<file path="config.mk">
export PLATFORM = sky130hd
export DESIGN_NAME = sysclk_ctrl
export DESIGN_NICKNAME = d
export VERILOG_FILES = /design/src/rtl/sysclk_pkg.sv /design/src/rtl/sysclk_wr_dec.sv /design/src/rtl/sysclk_reg_core.sv /design/src/rtl/sysclk_out_mux.sv /design/src/rtl/sysclk_ctrl.sv
export SDC_FILE = /design/constraint.sdc
export NUM_CORES = 1
export LEC_CHECK = 0
export BUFFER_PORTS_ARGS = -buffer_cell sky130_fd_sc_hd__buf_2
export CORE_UTILIZATION = 39
export DETAILED_ROUTE_END_ITERATION = 6
export PLACE_DENSITY = 0.81
export SKIP_LAST_GASP = 1
export SYNTH_ARGS = -nofsm -noshare
export SYNTH_HDL_FRONTEND = slang
export SYNTH_SLANG_ARGS = --single-unit
</file>
<file path="constraint.sdc">
create_clock -name clk -period 3.4 [get_ports clk]
set_input_delay 0.68 -clock clk [delete_from_list [all_inputs] [get_ports clk]]
set_output_delay 0.68 -clock clk [all_outputs]
set_load 0.05 [all_outputs]
</file>
<file path="src/rtl/sysclk_pkg.sv">
package sysclk_pkg;
  localparam int REG_W = 8;
  localparam int B_SEL0 = 0;
  localparam int B_SEL1 = 1;
  localparam int B_PSTOP = 2;
  localparam int B_DRV = 3;
  localparam int B_SUBEN = 4;
  localparam int B_MSTOP = 5;
  localparam int B_DIV8 = 6;
  localparam int B_CSRC = 7;

  typedef enum logic [1:0] {
    OUT_PORT = 2'b00,
    OUT_FC   = 2'b01,
    OUT_F8   = 2'b10,
    OUT_F32  = 2'b11
  } out_sel_e;

  typedef enum logic [1:0] {
    SPD_HIGH = 2'b00,
    SPD_MID  = 2'b01,
    SPD_LOW  = 2'b10,
    SPD_LPWR = 2'b11
  } speed_e;
endpackage

</file>
<file path="src/rtl/sysclk_wr_dec.sv">
module sysclk_wr_dec #(
  parameter int ADDR_W = 8,
  parameter logic [ADDR_W-1:0] REG_ADDR = 'h06
) (
  input  logic              wr_en,
  input  logic [ADDR_W-1:0] wr_addr,
  input  logic              prot_en,
  output logic              wr_hit
);
  always_comb begin
    wr_hit = wr_en && prot_en && (wr_addr == REG_ADDR);
  end
endmodule

</file>
<file path="src/rtl/sysclk_reg_core.sv">
module sysclk_reg_core
  import sysclk_pkg::*;
#(
  parameter logic [REG_W-1:0] RESET_VAL = 8'h48
) (
  input  logic             clk,
  input  logic             rst,
  input  logic             wr_hit,
  input  logic [REG_W-1:0] wr_data,
  input  logic             stop_entry,
  input  logic [1:0]       speed_mode,
  output logic [REG_W-1:0] reg_q
);
  logic [REG_W-1:0] nxt;
  logic             fast_speed;

  always_comb begin
    fast_speed = (speed_mode == SPD_HIGH) || (speed_mode == SPD_MID);
    nxt = wr_hit ? wr_data : reg_q;
    // hardware forcing, applied after any write in the same cycle
    if (!nxt[B_SUBEN]) nxt[B_DRV] = 1'b1;
    if (nxt[B_MSTOP]) nxt[B_DIV8] = 1'b1;
    if (stop_entry) begin
      nxt[B_DRV] = 1'b1;
      if (fast_speed) nxt[B_DIV8] = 1'b1;
    end
  end

  always_ff @(posedge clk) begin
    if (rst) reg_q <= RESET_VAL;
    else     reg_q <= nxt;
  end
endmodule

</file>
<file path="src/rtl/sysclk_out_mux.sv">
module sysclk_out_mux
  import sysclk_pkg::*;
#(
  parameter int N_SRC = 4
) (
  input  logic       clk,
  input  logic       rst,
  input  logic [1:0] sel,
  input  logic       single_chip,
  input  logic       port_out,
  input  logic       clk_fc,
  input  logic       clk_f8,
  input  logic       clk_f32,
  output logic       pin_q
);
  localparam int SEL_W = $clog2(N_SRC);
  logic [N_SRC-1:0] src;
  logic [SEL_W-1:0] idx;

  assign src[OUT_PORT] = port_out;
  assign src[OUT_FC]   = clk_fc;
  assign src[OUT_F8]   = clk_f8;
  assign src[OUT_F32]  = clk_f32;

  always_comb idx = single_chip ? sel : SEL_W'(OUT_PORT);

  always_ff @(posedge clk) begin
    if (rst) pin_q <= 1'b0;
    else     pin_q <= src[idx];
  end
endmodule

</file>
<file path="src/rtl/sysclk_ctrl.sv">
module sysclk_ctrl
  import sysclk_pkg::*;
#(
  parameter int ADDR_W = 8,
  parameter logic [ADDR_W-1:0] REG_ADDR = 'h06,
  parameter logic [7:0] RESET_VAL = 8'h48
) (
  input  logic              clk,
  input  logic              rst,
  input  logic              wr_en,
  input  logic [ADDR_W-1:0] wr_addr,
  input  logic [7:0]        wr_data,
  input  logic              prot_en,
  input  logic              stop_entry,
  input  logic [1:0]        speed_mode,
  input  logic              single_chip,
  input  logic              port_out,
  input  logic              clk_fc,
  input  logic              clk_f8,
  input  logic              clk_f32,
  output logic [7:0]        rd_value,
  output logic              clk_out_pin,
  output logic              cpu_clk_sub,
  output logic              main_osc_stop,
  output logic              div8_mode,
  output logic              sub_osc_en,
  output logic              sub_drive_high,
  output logic              peri_stop_in_wait,
  output logic              cm15_hold
);
  logic             wr_hit;
  logic [REG_W-1:0] reg_q;

  sysclk_wr_dec #(.ADDR_W(ADDR_W), .REG_ADDR(REG_ADDR)) u_dec (
    .wr_en(wr_en), .wr_addr(wr_addr), .prot_en(prot_en), .wr_hit(wr_hit)
  );

  sysclk_reg_core #(.RESET_VAL(RESET_VAL)) u_core (
    .clk(clk), .rst(rst), .wr_hit(wr_hit), .wr_data(wr_data),
    .stop_entry(stop_entry), .speed_mode(speed_mode), .reg_q(reg_q)
  );

  sysclk_out_mux #(.N_SRC(4)) u_mux (
    .clk(clk), .rst(rst), .sel(reg_q[B_SEL1:B_SEL0]),
    .single_chip(single_chip), .port_out(port_out), .clk_fc(clk_fc),
    .clk_f8(clk_f8), .clk_f32(clk_f32), .pin_q(clk_out_pin)
  );

  assign rd_value          = reg_q;
  assign cpu_clk_sub       = reg_q[B_CSRC];
  assign main_osc_stop     = reg_q[B_MSTOP];
  assign div8_mode         = reg_q[B_DIV8];
  assign sub_osc_en        = reg_q[B_SUBEN];
  assign sub_drive_high    = reg_q[B_DRV];
  assign peri_stop_in_wait = reg_q[B_PSTOP];
  assign cm15_hold         = reg_q[B_MSTOP];
endmodule

</file>
==> flow_metrics.tcl <==
set metrics [dict create \
    synth_edf_count 0 \
    drtAntennaViolNets 0 \
    place.gp.congestion 0.5545 \
    grt_pass1_vias 420 \
    fin_crit_ns 1.713 \
    worst_ir_drop_vdd_mv 0.2027 \
    post-cts-setup-buffers 0 \
    post-route-period-util 0.5037 \
    placed_area_um2 699.4 \
    grt-ovfl-total 0 \
    areaGrowthSynthToFinish_pct 37.44 \
    n_antenna_cell 0 \
    worstPathMaxFanout 8 \
    path_clk_slew_ns 0.06 \
    drive_gt1_frac 0.5333 \
    rsz0062_at_grt "no" \
    antenna_found_initial 0 \
    cts.sinks 9 \
    n_fill_cell 111 \
    fin_skew_ns 0.0007100 \
    grt_pass1_wl_um 1600 \
    final_cell_area_um2 725.7 \
    p_per_area_nw_per_um2 299.9 \
    fin_setup_tns_ns 0 \
    port_buffers 42 \
    routed_via_density 4.663 \
    routedWlPerCell_um 10.00 \
    ys_seq_area_frac 0.3412 \
    grt_start_max_net_pins 16 \
    relSlewSlack 0.5089 \
    arrival_ns 1.89 \
    critical_path.cell_chain "buf_2 -> nand4bb_4 -> nor4_4 -> mux2i_1" \
    syn_nets 80 \
    cts-hold-fix-buffers 0 \
    endpoint_kind "flop" \
    hpwlAfterDp_um 863.5 \
    cts_resized 0 \
    fin_hold_ws_ns 0.4914 \
    fin_nets 119 \
    fp.dieW_um 38.80 \
    synthArstFlopShare 0 \
    die_y_um 38.80 \
    status "completed" \
    start_util 0.4451 \
    startpoint_type "input port" \
    grtUsageTotal 0.1601 \
    clock.fmax_mhz 583.9 \
    yosysWarnings 0 \
    hold_class "reg2reg" \
    slew_violations 0 \
    finalHoldViolCount 0 \
    die-area_um2 1505 \
    leakage_nw 0.3344 \
    syn_inst 52 \
    synth-main-ff-cell "dfxtp_1" \
    cts_max_path_buffers 2 \
    synth_seq_cells 9 \
    drc 0 \
    root_buffer "clkbuf_4" \
    core-area_um2 1186 \
    crit_buf_inv 1 \
    cts-buffers-inserted 3 \
    crit_family "simple AND/OR/NAND/NOR gates" \
    rows 12 \
    critPathRequiredTime_ns 3.58 \
    syn_area_um2 528.0 \
    cts_tree "done" \
    critPathMaxStageDelay_ns 0.64 \
    max_cap_viol_count 0 \
    initialDrtViolationCount 7 \
    max_slew.worst_pin.slew_ns 0.7312 \
    clk_latency_ns 0.25 \
    crit_path_top_delay_cell "nor4_4" \
    ys_types 16 \
    worst-setup-path-type "in2reg" \
    htree_levels 1 \
    final-setup-viol-count 0 \
    vias 485 \
    syn_area_per_cell_um2 10.15 \
    ios 44 \
    totalWireLength_um 1040 \
    first_pass_iters 3 \
]
[Yosys cell counts (2+ instances only)]
| cell | count | share of area |
|---|---|---|
| nand2b_1 | 13 | 0.15 |
| dfxtp_1 | 9 | 0.34 |
| mux2i_1 | 8 | 0.15 |
| buf_4 | 7 | 0.10 |
| nor2b_1 | 2 | 0.024 |
| nor3_1 | 2 | 0.019 |
| nor4_1 | 2 | 0.024 |
[worst reg2reg max path: stages, from the launching register on]
cell and delay (ns):
dfxtp_1 0.38, mux2_2 0.35, a31oi_1 0.17, a21oi_1 0.08
[kinds of logic (layout without fill, tap and decap cells)]
kind of cell    Yosys count  after routing  synth area share
compound gates            3              3           0.03555
mux                       9              9            0.1730
flops                     9              9            0.3412
buf+inv                   8             46            0.1066
simple gates             23             23            0.3436
[worst paths after layout]
| kind | endpoint | slack, ns | cells past startpoint | start |
|---|---|---|---|---|
| worst max-delay path | u_core.reg_q[2] | 1.69 | 4 | wr_addr[0] |
| worst min-delay path | u_core.reg_q[7] | 0.49 | 2 | u_core.reg_q[7] |
| worst max register to register | u_mux.pin_q | 2.30 | 3 | u_core.reg_q[0] |
| worst min register to register | u_core.reg_q[7] | 0.49 | 2 | u_core.reg_q[7] |
[where the power goes]
| group | switching, W | total [W] | internal, W |
|---|---|---|---|
| combinational | 0.0000141 | 0.0000325 | 0.0000184 |
| sequential | 0.000000161 | 0.000106 | 0.000106 |
| clock | 0.0000337 | 0.0000787 | 0.0000450 |
| total | 0.0000480 | 0.000218 | 0.000170 |
[flip-flops by register name, indices dropped and copies added, names as in the netlist]
signal and flops:
u_core.reg_q 8, u_mux.pin_q 1
[through the flow]
stage          cells  utilization  power [W]  setup WS [ns]
2_1_floorplan     52            -  0.0001231          1.693
3_3_place_gp     100       0.5897  0.0001405          1.439
3_5_place_dp     100       0.5897  0.0001415          1.423
4_1_cts          104       0.6118  0.0002215          1.663
5_1_grt          104       0.6118  0.0002304          1.618
6_report         104       0.6118  0.0002177          1.687
[layout make-up]
type,count,area [µm²],share of cell area
Multi-Input combinational cell,35,291.5,0.4017
Clock buffer,4,26.28,0.03621
Sequential cell,9,180.2,0.2483
Tap cell,14,17.52,0.02414
Timing Repair Buffer,42,210.2,0.2897
[placed cells by master, fill, tap and decap left out, drive strengths merged]
cell type  count
nand2b        13
clkbuf         4
a31oi          1
nand3          1
nor2b          2
nor4           3
mux2           1
a21o           1
nor3           2
a21oi          1
nand4bb        2
buf           42
mux2i          8
dfxtp          9
[routing by layer]
metal	global-route usage	part of all wire	routed length (µm)	vias to the layer above
li1	-	-	-	253
met1	0.1597	0.43	448	207
met2	0.2792	0.50	515	25
met3	0.06936	0.073	76	0
met4	0.07759	0	0	0
met5	0	0	0	-
(Power assumes the default switching activity.)
